<file path="src/rtl/evtrig_pkg.sv">
package evtrig_pkg;

    // Source combination encodings (control bits 9:8)
    typedef enum logic [1:0] {
        SRC_A   = 2'd0,
        SRC_B   = 2'd1,
        SRC_OR  = 2'd2,
        SRC_AND = 2'd3
    } src_sel_t;

    // Flag state machine
    typedef enum logic {
        FLAG_LOW  = 1'b0,
        FLAG_HIGH = 1'b1
    } flag_state_t;

    // Stored configuration (flag bit is kept by the state machine)
    typedef struct packed {
        logic       inv_b;
        logic       inv_a;
        src_sel_t   src;
        logic [2:0] out_sel;
        logic       fall_en;
        logic       rise_en;
        logic       level_mode;
        logic       pulse_en;
    } ctrl_t;

endpackage

</file>
<file path="src/rtl/evtrig_combine.sv">
module evtrig_combine
    import evtrig_pkg::*;
(
    input  logic     raw_a,
    input  logic     raw_b,
    input  logic     inv_a,
    input  logic     inv_b,
    input  src_sel_t src,
    output logic     sig
);
    logic pa, pb;

    always_comb begin
        pa = raw_a ^ inv_a;
        pb = raw_b ^ inv_b;
        unique case (src)
            SRC_A:   sig = pa;
            SRC_B:   sig = pb;
            SRC_OR:  sig = pa | pb;
            SRC_AND: sig = pa & pb;
            default: sig = 1'b0;
        endcase
    end
endmodule

</file>
<file path="src/rtl/evtrig_edge.sv">
module evtrig_edge (
    input  logic clk,
    input  logic rst_n,
    input  logic sig,
    output logic rise,
    output logic fall
);
    logic prev_q;

    always_ff @(posedge clk or negedge rst_n) begin
        if (!rst_n) prev_q <= 1'b0;
        else        prev_q <= sig;
    end

    assign rise = sig & ~prev_q;
    assign fall = ~sig & prev_q;
endmodule

</file>
<file path="src/rtl/evtrig_flag_fsm.sv">
module evtrig_flag_fsm
    import evtrig_pkg::*;
(
    input  logic clk,
    input  logic rst_n,
    input  logic rise,
    input  logic fall,
    input  logic rise_en,
    input  logic fall_en,
    input  logic level_mode,
    input  logic sw_load,
    input  logic sw_val,
    output logic hit,
    output logic flag
);
    flag_state_t state_q, state_d;
    logic hw_upd, hw_val;

    // Hardware update: any edge in level mode, enabled edge in sticky mode
    always_comb begin
        hit    = (rise & rise_en) | (fall & fall_en);
        hw_upd = level_mode ? (rise | fall) : hit;
        hw_val = level_mode ? (rise ? rise_en : fall_en) : 1'b1;
    end

    // Next-state logic; hardware update has priority over software load
    always_comb begin
        state_d = state_q;
        unique case (state_q)
            FLAG_LOW: begin
                if (hw_upd) begin
                    if (hw_val) state_d = FLAG_HIGH;
                end else if (sw_load && sw_val) begin
                    state_d = FLAG_HIGH;
                end
            end
            FLAG_HIGH: begin
                if (hw_upd) begin
                    if (!hw_val) state_d = FLAG_LOW;
                end else if (sw_load && !sw_val) begin
                    state_d = FLAG_LOW;
                end
            end
            default: state_d = FLAG_LOW;
        endcase
    end

    // State register
    always_ff @(posedge clk or negedge rst_n) begin
        if (!rst_n) state_q <= FLAG_LOW;
        else        state_q <= state_d;
    end

    // Output decode
    always_comb begin
        flag = (state_q == FLAG_HIGH);
    end
endmodule

</file>
<file path="src/rtl/evtrig_route.sv">
module evtrig_route #(
    parameter int NUM_OUT = 4,
    parameter int SEL_W   = 3
) (
    input  logic               clk,
    input  logic               rst_n,
    input  logic               fire,
    input  logic               pulse_en,
    input  logic [SEL_W-1:0]   sel,
    output logic [NUM_OUT-1:0] trig
);
    logic go;
    assign go = fire & pulse_en;

    for (genvar g = 0; g < NUM_OUT; g++) begin : g_line
        always_ff @(posedge clk or negedge rst_n) begin
            if (!rst_n) trig[g] <= 1'b0;
            else        trig[g] <= go && (sel == SEL_W'(g));
        end
    end
endmodule

</file>
<file path="src/rtl/evtrig_channel.sv">
module evtrig_channel
    import evtrig_pkg::*;
#(
    parameter int REG_W   = 32,
    parameter int NUM_OUT = 4
) (
    input  logic               clk,
    input  logic               rst_n,
    input  logic               cfg_wr,
    input  logic [REG_W-1:0]   cfg_wdata,
    output logic [REG_W-1:0]   cfg_rdata,
    input  logic               in_a,
    input  logic               in_b,
    output logic [NUM_OUT-1:0] trig_out
);
    localparam int SEL_W  = 3;
    localparam int FLAG_B = 7;
    localparam int USED_W = 12;

    ctrl_t ctrl_q, ctrl_d;
    logic  sig, rise, fall, hit, flag;

    // Unpack a written word into the stored fields (flag bit excluded)
    always_comb begin
        ctrl_d.pulse_en   = cfg_wdata[0];
        ctrl_d.level_mode = cfg_wdata[1];
        ctrl_d.rise_en    = cfg_wdata[2];
        ctrl_d.fall_en    = cfg_wdata[3];
        ctrl_d.out_sel    = cfg_wdata[6:4];
        ctrl_d.src        = src_sel_t'(cfg_wdata[9:8]);
        ctrl_d.inv_a      = cfg_wdata[10];
        ctrl_d.inv_b      = cfg_wdata[11];
    end

    always_ff @(posedge clk or negedge rst_n) begin
        if (!rst_n)      ctrl_q <= '0;
        else if (cfg_wr) ctrl_q <= ctrl_d;
    end

    always_comb begin
        cfg_rdata = {{(REG_W-USED_W){1'b0}},
                     ctrl_q.inv_b, ctrl_q.inv_a, ctrl_q.src,
                     flag, ctrl_q.out_sel,
                     ctrl_q.fall_en, ctrl_q.rise_en,
                     ctrl_q.level_mode, ctrl_q.pulse_en};
    end

    evtrig_combine u_comb (
        .raw_a (in_a),
        .raw_b (in_b),
        .inv_a (ctrl_q.inv_a),
        .inv_b (ctrl_q.inv_b),
        .src   (ctrl_q.src),
        .sig   (sig)
    );

    evtrig_edge u_edge (
        .clk   (clk),
        .rst_n (rst_n),
        .sig   (sig),
        .rise  (rise),
        .fall  (fall)
    );

    evtrig_flag_fsm u_flag (
        .clk        (clk),
        .rst_n      (rst_n),
        .rise       (rise),
        .fall       (fall),
        .rise_en    (ctrl_q.rise_en),
        .fall_en    (ctrl_q.fall_en),
        .level_mode (ctrl_q.level_mode),
        .sw_load    (cfg_wr),
        .sw_val     (cfg_wdata[FLAG_B]),
        .hit        (hit),
        .flag       (flag)
    );

    evtrig_route #(.NUM_OUT(NUM_OUT), .SEL_W(SEL_W)) u_route (
        .clk      (clk),
        .rst_n    (rst_n),
        .fire     (hit),
        .pulse_en (ctrl_q.pulse_en),
        .sel      (ctrl_q.out_sel),
        .trig     (trig_out)
    );
endmodule

</file>
<file path="config.mk">
export PLATFORM = sky130hd
export DESIGN_NAME = evtrig_channel
export DESIGN_NICKNAME = d
export VERILOG_FILES = /design/src/rtl/evtrig_pkg.sv /design/src/rtl/evtrig_combine.sv /design/src/rtl/evtrig_edge.sv /design/src/rtl/evtrig_flag_fsm.sv /design/src/rtl/evtrig_route.sv /design/src/rtl/evtrig_channel.sv
export SDC_FILE = /design/constraint.sdc
export NUM_CORES = 1
export LEC_CHECK = 0
export ABC_CLOCK_PERIOD_IN_PS = 2130
export CAP_MARGIN = 20
export CORE_MARGIN = 5
export CORE_UTILIZATION = 60
export DETAILED_ROUTE_END_ITERATION = 7
export DONT_BUFFER_PORTS = 1
export PLACE_DENSITY = 0.76
export SETUP_SLACK_MARGIN = 0.15
export SKIP_LAST_GASP = 1
export SYNTH_ARGS = -nofsm -noshare
export SYNTH_HDL_FRONTEND = slang
export SYNTH_SLANG_ARGS = --single-unit
</file>
<file path="constraint.sdc">
create_clock -name clk -period 2.13 [get_ports clk]
set_input_delay 0.213 -clock clk [delete_from_list [all_inputs] [get_ports clk]]
set_output_delay 0.213 -clock clk [all_outputs]
set_load 0.005 [all_outputs]
</file>
## After elaboration in Yosys (flattened, before gate mapping)

Cells that the tools add are included.

| storage, ports and cells | value |
|---|---|
| memories | 0 |
| input bits | 37 |
| output and inout bits | 36 |
| word-level logic and storage cells | 53 |
| register bits after elaboration | 17 |
| memory bits (read-only) | 0 |
| bits in writable memories | 0 |
| latch bits | 0 |

| cells by class | value |
|---|---|
| reduce and logical (&&, ||, !) cells | 9 |
| multiplexer cells | 10 |
| $add $sub $neg | 0 |
| equality and inequality tests | 6 |
| bitwise logic cells | 14 |
| shifts and indexed selects | 0 |
| multiply operators | 0 |
| divide/modulo/power cells | 0 |
| magnitude comparators | 0 |

Operators by type and width:

| operator | number |
|---|---|
| $mux 1 | 8 |
| $and 1x1->1 | 6 |
| $eq 3x2->1 const B | 2 |
| $logic_and 1x1->1 | 6 |
| $eq 2x2->1 const B | 2 |
| $pmux 1 s4 | 1 |
| $eq 3x1->1 const B | 1 |
| $logic_not 3->1 | 1 |
| $not 1->1 | 3 |
| $or 1x1->1 | 3 |
| $eq 2x1->1 const B | 1 |
| $logic_not 2->1 | 1 |
| $pmux 1 s2 | 1 |
| $xor 1x1->1 | 2 |
| $logic_not 1->1 | 1 |

## Depth between registers and ports, before layout

Gate-level depths: netlist (run 1).

| depth | value |
|---|---|
| word-level depth | 10 |
| depth in mapped cells | 7 |
| mapped depth without buffers | 7 |

## By module

A second synthesis (run 1) with hierarchy kept.

| unflattened totals | value |
|---|---|
| cell total of the unflattened synthesis | 71 |
| area, all modules | 887.1 µm² |

By module, submodules not included:

| module | area an instance (µm²) | seq. area each (µm²) | cells each | instances |
|---|---|---|---|---|
| evtrig_channel | 609.3 | 275.3 | 45 | 1 |
| evtrig_route | 135.1 | 100.1 | 11 | 1 |
| evtrig_flag_fsm | 63.8 | 25.0 | 7 | 1 |
| evtrig_edge | 40.0 | 25.0 | 3 | 1 |
| evtrig_combine | 38.8 | 0.0 | 5 | 1 |

## Worst setup path after synthesis (run 1)

No wires, ideal clock.

| path | value |
|---|---|
| path kind | register -> register |
| start point | reg ctrl_q, in the netlist cfg_rdata[10] |
| end point | reg u_route.trig[0] |
| path slack | 0.561 ns |
| library setup time | 0.119 ns |
| data required time | 2.011 ns |
| cell stages (with the launch flop) | 8 |
| buffers on the path | 0 |
| arrival | 1.450 ns |
| clock period less this slack | 1.569 ns |
| cells stage by stage | dfrtp_1 xnor2_1 o21ai_1 and2_1 ha_1 a22oi_2 nor4b_2 and2_1 |

| on the way | value |
|---|---|
| cells in the longest elaborated chain, start to end | 9 |

RTL lines:

| what | line | RTL |
|---|---|---|
| from (decl) | evtrig_channel.sv:20 | `ctrl_t ctrl_q, ctrl_d;` |
| from (signal assigned) | evtrig_channel.sv:37 | `else if (cfg_wr) ctrl_q <= ctrl_d;` |
| $xor 1x1->1 (*) | evtrig_combine.sv:14 | `pa = raw_a ^ inv_a;` |
| $and 1x1->1 / $or 1x1->1 (equally long branches) | evtrig_combine.sv:20, evtrig_combine.sv:19 |  |
| $pmux 1 s4 (*) | evtrig_combine.sv:16 | `unique case (src)` |
| net sig | evtrig_channel.sv:21 | `logic sig, rise, fall, hit, flag;` |
| $not 1->1 | evtrig_edge.sv:16 | `assign fall = ~sig & prev_q;` |
| $and 1x1->1 | evtrig_edge.sv:16 |  |
| $and 1x1->1 | evtrig_flag_fsm.sv:21 | `hit = (rise & rise_en) \| (fall & fall_en);` |
| $or 1x1->1 (*) | evtrig_flag_fsm.sv:21 |  |
| $and 1x1->1 (*) | evtrig_route.sv:13 | `assign go = fire & pulse_en;` |
| $logic_and 1x1->1 (*) | evtrig_route.sv:18 | `else trig[g] <= go && (sel == SEL_W'(g));` |
| to (signal, indexed assignment) | evtrig_route.sv:18 |  |
| to (decl) | evtrig_route.sv:10 | `output logic [NUM_OUT-1:0] trig` |

Mark *: on every way through the listed nets, which the timed path passes. The rest lies on a longest branch.
A chain may end at the register's enable or synchronous reset.

## Worst setup path after layout (run 1)

| path | value |
|---|---|
| start point | reg ctrl_q, in the netlist cfg_rdata[10] |
| end point | reg u_route.trig[2] |

The elaborated chain is that of the path after synthesis.

==> summary.md, run 1 <==
| Metric | Value |
|---|---|
| Status | `finished clean` |
| Crit-path max cell delay | `0.43 ns` |
| Final setup vio count | `0` |
| Utilization after layout | `58.6%` |
| Final Hold Slack | `0.0328 ns` |
| Vias | `470` |
| Clock Tree Buf Depth | `2` |
| RSZ-0062 raised after global routing | `false` |
| Root Buffer | `clkbuf_4` |
| Power Density | `765 nW/µm²` |
| Library cells used by synthesis | `22` |
| Max Fclk | `583 MHz` |
| Area growth syn-to-layout | `-8.81%` |
| Hold Violations, Final | `0` |
| Layout net count | `119` |
| Layout cells sized above 1 | `20.3%` |
| Req. time, crit path | `2.30 ns` |
| Setup Skew | `0.00730 ns` |
| TritonCTS clock tree | `yes` |
| Gpl congestion | `0.659` |
| Startpoint Class | `register` |
| Most frequent cell after synthesis | `buf_4` |
| Antenna-violating nets left | `0` |
| Slew Limit Fails | `0` |
| Initial Utilization | `64.3%` |
| Worst Hold Class | `in2reg` |
| Post-synth top cells | `27 x buf_4, 17 x dfrtp_1, 8 x mux2_4` |
| Critical path class | `reg2reg` |
| First-pass GRT wire length | `2300 µm` |
| CTS buffer count | `3` |
| Design Area, Final | `893 µm²` |
| Reg2Reg Setup Slack | `0.42 ns` |
| Post-synthesis instance area | `980 µm²` |
| Clock transition at path regs | `0.09 ns` |
| Crit path max fanout | `3` |
| Die width | `50.4 µm` |
| Crit share post-route | `80.5%` |
| Place WS | `0.414 ns` |
| CP arrival | `1.89 ns` |
| Area after DPL | `857 µm²` |
| Non-filler cells, final | `95` |
| Mapped Cells | `83` |
| Slew @ Worst Pin | `0.722 ns` |
| FP Rows | `14` |
| Synth Flop Type | `dfrtp_1` |
| Min Tclk post-route | `1.71 ns` |
| Post-route DRC | `0` |
| Post-CTS setup buffers | `0` |
| Synth Register Bits | `17` |
| Die ar. | `2540 µm²` |
| Total clock sinks | `17` |
| Post-Route WL | `1400 µm` |
| Max_slew headroom | `51.7%` |
| Iteration-0 DRC Markers | `5` |
| Yosys Warn Count | `0` |
| Core ar. | `1520 µm²` |
| Placed instance count | `90` |
| Sequential fraction of the synthesis area | `43.4%` |
| Pre-antenna DRT Iters | `4` |
| Area leader, netlist | `dfrtp_1` |
| Gr usage total | `11.9%` |
| Leakage | `0.451 nW` |
| Grt total ovfl | `0` |
| Worst skew pair latency | `0.28 ns` |
| Tot Pwr | `0.683 mW` |
| Antenna cells | `0` |
| Initial antenna violation count | `0` |
| Largest net degree at the start of global routing | `18` |
| Top post-synthesis cells by area | `dfrtp_1 43%, buf_4 21%, mux2_4 12%` |
| Ys async rst share | `100%` |
| Top-area cell type share of the netlist area | `43.4%` |
| CP cell instances | `xnor2_1 > o21ai_1 > and2_1 > ha_1 > a22oi_2 > nand4bb_1 > nor2_1` |
| Setup TNS | `0 ns` |
| Number of enable flip-flop cells after synthesis | `0` |
| IO Count | `73` |
| WL per Instance | `14.7 µm` |
| Total of max-cap violations | `0` |
| Critical Path Sink Type | `register` |
| Vias per cell | `4.95` |
| Slowest-stage cell, CP | `dfrtp_1` |
| H-tree depth | `1` |
| PnR worst setup slack | `0.416 ns` |
| DIE HEIGHT | `50.4 µm` |
| HPWL after DPL | `1110 µm` |
| Average cell area after synthesis | `11.8 µm²` |
| Max VDD drop | `0.444 mV` |
| # port buffers | `0` |
| Vias in the first global route | `502` |
final timing paths:
| check | start | endpoint | cells past startpoint |
|---|---|---|---|
| min in group asynchronous | rst_n | u_edge.prev_q | 1 |
| max in group asynchronous | rst_n | cfg_rdata[6] | 1 |
| worst min register to register | cfg_rdata[4] | u_route.trig[2] | 1 |
| worst max register to register | cfg_rdata[10] | u_route.trig[2] | 7 |
| worst max-delay path | cfg_rdata[10] | u_route.trig[2] | 7 |
| worst min-delay path | cfg_wr | cfg_rdata[4] | 1 |
logic make-up after synthesis:
| group | count (synthesis) | share of synthesized area [%] |
|---|---|---|
| AO/OA/AOI/OAI | 7 | 5.24 |
| XOR/XNOR | 2 | 1.79 |
| adder cells (fa/ha/maj) | 2 | 2.55 |
| buffers and inverters | 30 | 22.6 |
| flip-flops | 17 | 43.4 |
| multiplexers | 11 | 15.6 |
| other | 1 | 0.383 |
| AND/OR/NAND/NOR | 13 | 8.43 |
where the power goes:
part           internal, mW  leakage (nW)  switching, mW  total, mW
sequential            0.358         0.208         0.0377      0.395
combinational        0.0696         0.228         0.0542      0.124
clock                0.0727        0.0150         0.0910      0.164
total                 0.500         0.451          0.183      0.683
cell type report:
| class | count | area [µm²] |
|---|---|---|
| Fill cell | 129 | 631 |
| Clock buffer | 4 | 26.3 |
| Timing Repair Buffer | 1 | 10.0 |
| Tap cell | 16 | 20.0 |
| Inverter | 2 | 7.51 |
| Multi-Input combinational cell | 55 | 404 |
| Sequential cell | 17 | 425 |
critical path: cells and delay by family (launching register included):
| kind | cells | cell delay (ns) |
|---|---|---|
| XOR/XNOR | 1 | 0.20 |
| flip-flops | 1 | 0.43 |
| adder cells (fa/ha/maj) | 1 | 0.21 |
| AO/OA/AOI/OAI | 2 | 0.35 |
| AND/OR/NAND/NOR | 3 | 0.41 |
registers in the layout, summed over array words and instances (netlist names):
register       flops
u_flag.flag        1
u_edge.prev_q      1
cfg_rdata         11
u_route.trig       4
routing by layer:
| layer | wire length (µm) | track usage [%] | share of wire, % | vias to the layer above |
|---|---|---|---|---|
| met4 | 12 | 5.11 | 0.86 | 0 |
| li1 | - | - | - | 217 |
| met1 | 535 | 12.6 | 38 | 214 |
| met5 | 0 | 0 | 0 | - |
| met3 | 201 | 7.10 | 14 | 2 |
| met2 | 645 | 19.0 | 46 | 37 |
cells in the final DEF, fill, tap and decap left out, types with 2 or more instances in the layout:
cell type	count
and2_1	4
nor2_1	3
o21ai_1	2
inv_1	2
dfrtp_1	17
conb_1	20
xnor2_1	2
ha_1	2
nand2b_1	2
mux2_4	8
nand2_1	2
mux2_2	2
clkbuf_4	3
what timing repair did:
item	in CTS	in global routing
endpoints found under the hold margin	17	0
hold buffers	1	0
gates resized for setup	0	0
No activity file was read; power rests on OpenSTA's default activity.
==> run 2: changes to the inputs <==
--- a/config.mk
+++ b/config.mk
@@ -5,13 +5,13 @@
 export SDC_FILE = /design/constraint.sdc
 export NUM_CORES = 1
 export LEC_CHECK = 0
-export ABC_CLOCK_PERIOD_IN_PS = 2130
+export ABC_CLOCK_PERIOD_IN_PS = 1570
 export CAP_MARGIN = 20
 export CORE_MARGIN = 5
-export CORE_UTILIZATION = 60
+export CORE_UTILIZATION = 54
 export DETAILED_ROUTE_END_ITERATION = 7
 export DONT_BUFFER_PORTS = 1
-export PLACE_DENSITY = 0.76
+export PLACE_DENSITY = 0.72
 export SETUP_SLACK_MARGIN = 0.15
 export SKIP_LAST_GASP = 1
 export SYNTH_ARGS = -nofsm -noshare
==> constraint.sdc (replaced) <==
create_clock -name clk -period 1.57 [get_ports clk]
set_input_delay 0.157 -clock clk [delete_from_list [all_inputs] [get_ports clk]]
set_output_delay 0.157 -clock clk [all_outputs]
set_load 0.005 [all_outputs]
==> run 2 against run 1 <==
  * The flow now finishes with violations (negative setup slack)
  * Clock skew up 0.0065 ns
  * Sequential share of layout area is 10 points lower
  * Fmax grew 8.0%
  * Die area rose by 8.9%
  * Cell count grew 31%
  * First-iteration DRC count is 60% lower
  * Hold slack got worse by 0.022 ns
  * Non-clock buffer count is 20 higher
  * Final area up 27%
  * Critical endpoint unchanged
  * Largest power group unchanged
==> summary.md, run 2 (synthesis gave the netlist of run 1 again) <==
| Metric | Value |
|---|---|
| Crit-path leading delay family | `flip-flops` |
| Min Tclk post-route | `1.59 ns (-0.127 ns)` |
| Design Area, Final | `1140 µm² (+27%)` |
| Pre-antenna DRT Iters | `2 (-2)` |
| Logic pwr share | `28.8% (+11 points)` |
| Vias | `575 (+22%)` |
| WP depth | `7 (unchanged)` |
| P_sw | `0.304 mW (+66%)` |
| CP arrival | `1.77 ns (-0.12 ns)` |
| First-pass GRT wire length | `2550 µm (+11%)` |
| Iteration-0 DRC Markers | `2 (-3)` |
| Worst skew pair latency | `0.30 ns (+0.02 ns)` |
| Critical Path Sink Type | `register` |
| Vias per cell | `4.64 (-6.3%)` |
| Post-route DRC | `0 (unchanged)` |
| Largest net degree at the start of global routing | `18 (unchanged)` |
| WL per Instance | `14.7 µm (about the same)` |
| Initial Utilization | `56.7% (-7.5 points)` |
| Worst Hold Class | `in2reg` |
| HPWL after DPL | `1250 µm (+13%)` |
| Power Density | `945 nW/µm² (+24%)` |
| # port buffers | `0 (unchanged)` |
| Total of max-cap violations | `0 (unchanged)` |
| Utilization after layout | `65.9% (+7.2 points)` |
| H-tree depth | `1 (unchanged)` |
| Last element of the critical path | `u_route.trig[2]` |
| Root Buffer | `clkbuf_4` |
| Max VDD drop | `0.451 mV (+1.7%)` |
| CTS buffer count | `3 (unchanged)` |
| Clock network fraction of total power | `21.4% (-2.6 points)` |
| Setup TNS | `-0.0208 ns (-0.0208 ns)` |
| Most common cell after layout, fill and taps aside | `conb_1` |
| CP cell instances | `xnor2_2 > o21ai_2 > and2_4 > ha_4 > a22oi_2 > nand4bb_1 > nor2_1` |
| Non-filler cells, final | `124 (+31%)` |
| Status | `complete, but fails checks` |
| Max Fclk | `630 MHz (+8.0%)` |
| Die ar. | `2770 µm² (+8.9%)` |
| Layout net count | `139 (+17%)` |
| IO Count | `73 (unchanged)` |
| Crit path buf inv count | `0 (unchanged)` |
| Crit path max fanout | `3 (unchanged)` |
| Slowest-stage cell, CP | `dfrtp_1` |
| Die width | `52.6 µm (+4.3%)` |
| Reg-to-reg startpoint | `cfg_rdata[10]` |
| Failing checks | `negative setup slack` |
| Final setup vio count | `2 (+2)` |
| Internal Power | `0.770 mW (+54%)` |
| Switch share | `28.3% (+1.5 points)` |
| Post-Route WL | `1820 µm (+31%)` |
| Critical path class | `reg2reg` |
| Final Hold Slack | `0.0107 ns (-0.0221 ns)` |
| Tot Pwr | `1.07 mW (+57%)` |
| RSZ-0062 raised after global routing | `true` |
| Area after DPL | `906 µm² (+5.7%)` |
| CP startpoint | `cfg_rdata[10]` |
| Worst r2r path cells | `7 (unchanged)` |
| Vias in the first global route | `588 (+17%)` |
| Area growth syn-to-layout | `16.1%` |
| Sequential power share | `49.8% (-8.1 points)` |
| Setup Skew | `0.0138 ns (+0.00653 ns)` |
| Crit-path max cell delay | `0.42 ns (about the same)` |
| Slew @ Worst Pin | `0.736 ns (+0.0140 ns)` |
| Max_slew headroom | `50.8% (-0.93 points)` |
| Reg2Reg Setup Slack | `-0.02 ns (-0.43 ns)` |
| PnR worst setup slack | `-0.0168 ns (-0.433 ns)` |
| Gpl congestion | `0.629 (-4.6%)` |
| Antenna cells | `0 (unchanged)` |
| Antenna-violating nets left | `0 (unchanged)` |
| Initial antenna violation count | `0 (unchanged)` |
| Hold Violations, Final | `0 (unchanged)` |
| TritonCTS clock tree | `yes` |
| Core ar. | `1730 µm² (+13%)` |
| Crit share post-route | `101% (+21 points)` |
| Clock transition at path regs | `0.10 ns (about the same)` |
| Leakage | `0.563 nW (+25%)` |
| Placed instance count | `104 (+16%)` |
| Slew Limit Fails | `0 (unchanged)` |
| Req. time, crit path | `1.75 ns (-0.55 ns)` |
| Place WS | `-0.0740 ns (-0.488 ns)` |
| Max FFs per register | `11 (unchanged)` |
| Layout cells sized above 1 | `34.3% (+14 points)` |
| Commonest cells after routing, fill and taps aside | `20 x conb_1, 17 x dfrtp_1, 13 x dlygate4sd3_1` |
| Grt total ovfl | `0 (unchanged)` |
| Total clock sinks | `17 (unchanged)` |
| Clock Tree Buf Depth | `2 (unchanged)` |
| Reg-to-Reg End | `u_route.trig[2]` |
| FP Rows | `15 (+1)` |
| Gr usage total | `13.2% (+1.3 points)` |
| DIE HEIGHT | `52.6 µm (+4.3%)` |
| Startpoint Class | `register` |
[run 2: worst min-delay path by stage]
stage	startpoint	to	slack, ns	cells past startpoint
after CTS	cfg_wdata[6]	cfg_rdata[6]	0.0001	1
after global routing	cfg_wr	cfg_rdata[2]	0.005	1
after global placement	rst_n	cfg_rdata[4]	-0.14	0
after floorplan	rst_n	cfg_rdata[0]	-0.14	0
final	cfg_wr	cfg_rdata[9]	0.01	1
after detailed placement	rst_n	u_route.trig[2]	-0.14	0
[run 2: routing by layer]
metal	global-route usage, %	vias to the layer above	share of wire [%]
met2	23.1	40	49
li1	-	259	-
met3	1.42	5	10
met1	13.6	271	37
met4	11.5	0	3.1
met5	0	-	0
[run 2: layout make-up]
class / count / area (µm²)
fillers: 144 / 589
multi-input cells: 55 / 455
flip-flops and latches: 17 / 425
repair buffers: 21 / 190
well taps: 25 / 31.3
clock buffers: 3 / 22.5
inverters: 2 / 7.51
clock inverters: 1 / 5.00
[run 2: power by group through the flow]
stage / combinational [mW] / clock (mW) / sequential [mW]
after floorplan: 0.229 / 0 / 0.528
after global placement: 0.185 / 0 / 0.540
after detailed placement: 0.193 / 0 / 0.542
after CTS: 0.266 / 0.242 / 0.534
after global routing: 0.334 / 0.254 / 0.543
final: 0.309 / 0.230 / 0.535
[run 2: worst register-to-register path: cells and delay by family (launching register included)]
kind / cells / cell delay, ns
AO/OA/AOI/OAI: 2 / 0.29
XOR/XNOR: 1 / 0.18
adder cells (fa/ha/maj): 1 / 0.16
flip-flops: 1 / 0.42
AND/OR/NAND/NOR: 3 / 0.42
[run 2: what timing repair did]
item,4_1_cts,5_1_grt
hold buffers,10,3
endpoints found under the setup margin,5,5
cloned,0,0
hold endpoints to repair,25,5
gates resized for setup,5,5
buffers inserted,1,2
pin swaps,3,6
==> run 3: changes to the inputs <==
--- a/config.mk
+++ b/config.mk
@@ -5,6 +5,7 @@
 export SDC_FILE = /design/constraint.sdc
 export NUM_CORES = 1
 export LEC_CHECK = 0
+export ABC_AREA = 1
 export ABC_CLOCK_PERIOD_IN_PS = 1570
 export CAP_MARGIN = 20
 export CORE_MARGIN = 5
==> run 3 against run 2 <==
  * The flow now finishes without violations
  * Hold slack better by 0.013 ns
  * Die area down 1.8%
  * Setup slack better by 0.051 ns
  * Cell count up 14%
  * Clock skew down 0.013 ns
  * Clock power down 3%
  * Core utilization down 3.5 points
  * Critical endpoint is now u_flag.flag
  * First-iteration DRC count down 50%
  * Final area down 6.4%
  * Synthesized cell count up 30%
==> summary.md, run 3 <==
| Metric | Value |
|---|---|
| Largest net degree at the start of global routing | `18 (unchanged)` |
| Post-Route WL | `1730 µm (-4.8%)` |
| Tot Pwr | `0.979 mW (-8.9%)` |
| Gr usage total | `13.8% (+0.58 points)` |
| Crit path max fanout | `5 (+2)` |
| IO Count | `73 (unchanged)` |
| Setup Skew | `0.000811 ns (-0.0130 ns)` |
| DIE HEIGHT | `52.1 µm (-0.88%)` |
| Post-route DRC | `0 (unchanged)` |
| Top post-synthesis cells by area | `dfrtp_1 44%, buf_4 23%, nand2_1 8.6%` |
| Core ar. | `1710 µm² (-1.1%)` |
| Vias in the first global route | `567 (-3.6%)` |
| Post-synth top cells | `29 x buf_4, 22 x nand2_1, 17 x dfrtp_1` |
| Critical path class | `reg2reg` |
| Iteration-0 DRC Markers | `1 (-1)` |
| Clock Tree Buf Depth | `2 (unchanged)` |
| Pre-antenna DRT Iters | `3 (+1)` |
| Hold Violations, Final | `0 (unchanged)` |
| Antenna-violating nets left | `0 (unchanged)` |
| CP cell instances | `or2_1 > nand3_1 > nand2_1 > nand2_2 > inv_2 > ha_4 > nor2_4 > nand2_1 > nor2_1 > a21oi_1` |
| Final setup vio count | `0 (-2)` |
| TritonCTS clock tree | `yes` |
| Worst Hold Class | `in2reg` |
| Slew Limit Fails | `0 (unchanged)` |
| Crit-path max cell delay | `0.45 ns (+0.03 ns)` |
| HPWL after DPL | `1290 µm (+2.7%)` |
| H-tree depth | `1 (unchanged)` |
| Vias | `613 (+6.6%)` |
| Antenna cells | `0 (unchanged)` |
| Area after DPL | `858 µm² (-5.2%)` |
| Most common cell after layout, fill and taps aside | `conb_1` |
| # port buffers | `0 (unchanged)` |
| PnR worst setup slack | `0.0337 ns (+0.0506 ns)` |
| CP startpoint | `cfg_rdata[11]` |
| Power Density | `919 nW/µm² (-2.7%)` |
| Initial Utilization | `56.1% (-0.62 points)` |
| Final-layout fill cell count | `158 (+9.7%)` |
| Synth Flop Type | `dfrtp_1` |
| Design Area, Final | `1060 µm² (-6.4%)` |
| Library cells used by synthesis | `17 (-23%)` |
| Non-filler cells, final | `141 (+14%)` |
| Reg-to-reg startpoint | `cfg_rdata[11]` |
| Vias per cell | `4.35 (-6.2%)` |
| Startpoint Class | `register` |
| Crit share post-route | `97.9% (-3.2 points)` |
| Average cell area after synthesis | `8.87 µm² (-25%)` |
| Yosys Warn Count | `0 (unchanged)` |
| Number of enable flip-flop cells after synthesis | `0 (unchanged)` |
| RSZ-0062 raised after global routing | `true` |
| Most frequent cell after synthesis | `buf_4` |
| Clock transition at path regs | `0.09 ns (about the same)` |
| First-pass GRT wire length | `2670 µm (+4.9%)` |
| Post-synthesis instance area | `958 µm² (-2.2%)` |
| Layout net count | `156 (+12%)` |
| Slowest-stage cell, CP | `dfrtp_2` |
| Setup TNS | `0 ns (+0.0208 ns)` |
| Min Tclk post-route | `1.54 ns (-0.0506 ns)` |
| Placed instance count | `123 (+18%)` |
| Total clock sinks | `17 (unchanged)` |
| FP Rows | `15 (unchanged)` |
| Grt total ovfl | `0 (unchanged)` |
| Area leader, netlist | `dfrtp_1` |
| Status | `finished clean` |
| Crit-path most repeated cell | `nand2_1` |
| CP arrival | `1.71 ns (-0.06 ns)` |
| Crit-path leading delay family | `simple AND/OR/NAND/NOR gates` |
| Max VDD drop | `0.548 mV (+21%)` |
| Slew @ Worst Pin | `0.748 ns (+0.0123 ns)` |
| Sequential fraction of the synthesis area | `44.4% (+0.96 points)` |
| Area growth syn-to-layout | `11.1%` |
| Layout cells sized above 1 | `21.6% (-13 points)` |
| Max Fclk | `651 MHz (+3.3%)` |
| Top-area cell type share of the netlist area | `44.4% (+0.96 points)` |
| Die ar. | `2720 µm² (-1.8%)` |
| Ys async rst share | `100% (unchanged)` |
| Die width | `52.1 µm (-0.88%)` |
| WL per Instance | `12.3 µm (-16%)` |
| Gpl congestion | `0.681 (+8.4%)` |
| Max FFs per register | `11 (unchanged)` |
| Initial antenna violation count | `0 (unchanged)` |
| Mapped Cells | `108 (+30%)` |
| Place WS | `0.00355 ns (+0.0775 ns)` |
| Commonest cells after routing, fill and taps aside | `20 x conb_1, 18 x nand2_1, 16 x dfrtp_1` |
| Max_slew headroom | `50.0% (-0.82 points)` |
| CTS buffer count | `3 (unchanged)` |
| Total of max-cap violations | `0 (unchanged)` |
| Crit path buf inv count | `1 (+1)` |
| Req. time, crit path | `1.74 ns (about the same)` |
| Critical Path Sink Type | `register` |
| Synth Register Bits | `17 (unchanged)` |
| Hold_sp | `cfg_wdata[0]` |
| Worst skew pair latency | `0.28 ns (-0.02 ns)` |
| Leakage | `0.540 nW (-4.1%)` |
| Root Buffer | `clkbuf_4` |
-- run 3: cell types whose count changed after synthesis, moves of 3 or more --
cell / previous run / this run
nor3_1: 0 / 4
mux2_2: 2 / 5
mux2_4: 8 / 0
o21ai_1: 2 / 5
nand2_1: 2 / 22
and2_1: 4 / 0
inv_1: 2 / 9
-- run 3: final cells by class --
cell class	count	area (µm²)	area share (%)
multi-input combinational	71	410	38.5
tap	25	31.3	2.94
timing repair buffer	14	133	12.5
sequential	17	427	40.1
inverter	10	37.5	3.53
clock buffer	4	26.3	2.47
-- run 3: worst paths after layout --
kind / end / slack, ns / cells after the start
setup / recovery: u_flag.flag / 0.03 / 10
hold / removal: cfg_rdata[0] / 0.02 / 1
setup reg to reg: u_flag.flag / 0.03 / 10
hold reg to reg: u_route.trig[1] / 0.52 / 1
max in group asynchronous: cfg_rdata[11] / 0.68 / 1
min in group asynchronous: cfg_rdata[10] / 0.38 / 1
-- run 3: what timing repair did --
action	CTS	global route
hold buffers	8	3
buffers inserted	1	2
setup endpoints to repair	5	5
gates resized for setup	3	10
pin swaps	3	8
hold endpoints to repair	23	3
-- run 3: logic make-up after synthesis --
group                    share of synthesized area [%]
flip-flops                                        44.4
XOR/XNOR                                         0.914
adder cells (fa/ha/maj)                           2.61
buffers and inverters                             26.6
AND/OR/NAND/NOR                                   15.0
multiplexers                                      5.87
other                                            0.391
AO/OA/AOI/OAI                                     4.18
-- run 3: layer usage --
layer / global-route usage, % / vias to the layer above / routed length, µm
met5: 0 / - / 0
met4: 5.11 / 0 / 13
met3: 5.44 / 2 / 185
met2: 23.8 / 27 / 950
met1: 15.0 / 281 / 585
li1: - / 303 / -
-- run 3: power by group --
part           leakage [nW]  switching [mW]  total, mW  internal (mW)
Clock                0.0150           0.126      0.224         0.0986
Sequential            0.209          0.0445      0.526          0.481
Combinational         0.316           0.122      0.229          0.106
Total                 0.540           0.293      0.979          0.686
-- run 3: through the flow --
step	hold WS [ns]	util, %
6_report	0.0238	62.3
5_1_grt	0.00179	62.3
4_1_cts	0.0109	57.7
3_5_place_dp	-0.138	50.3
3_3_place_gp	-0.138	50.3
2_1_floorplan	-0.139	-
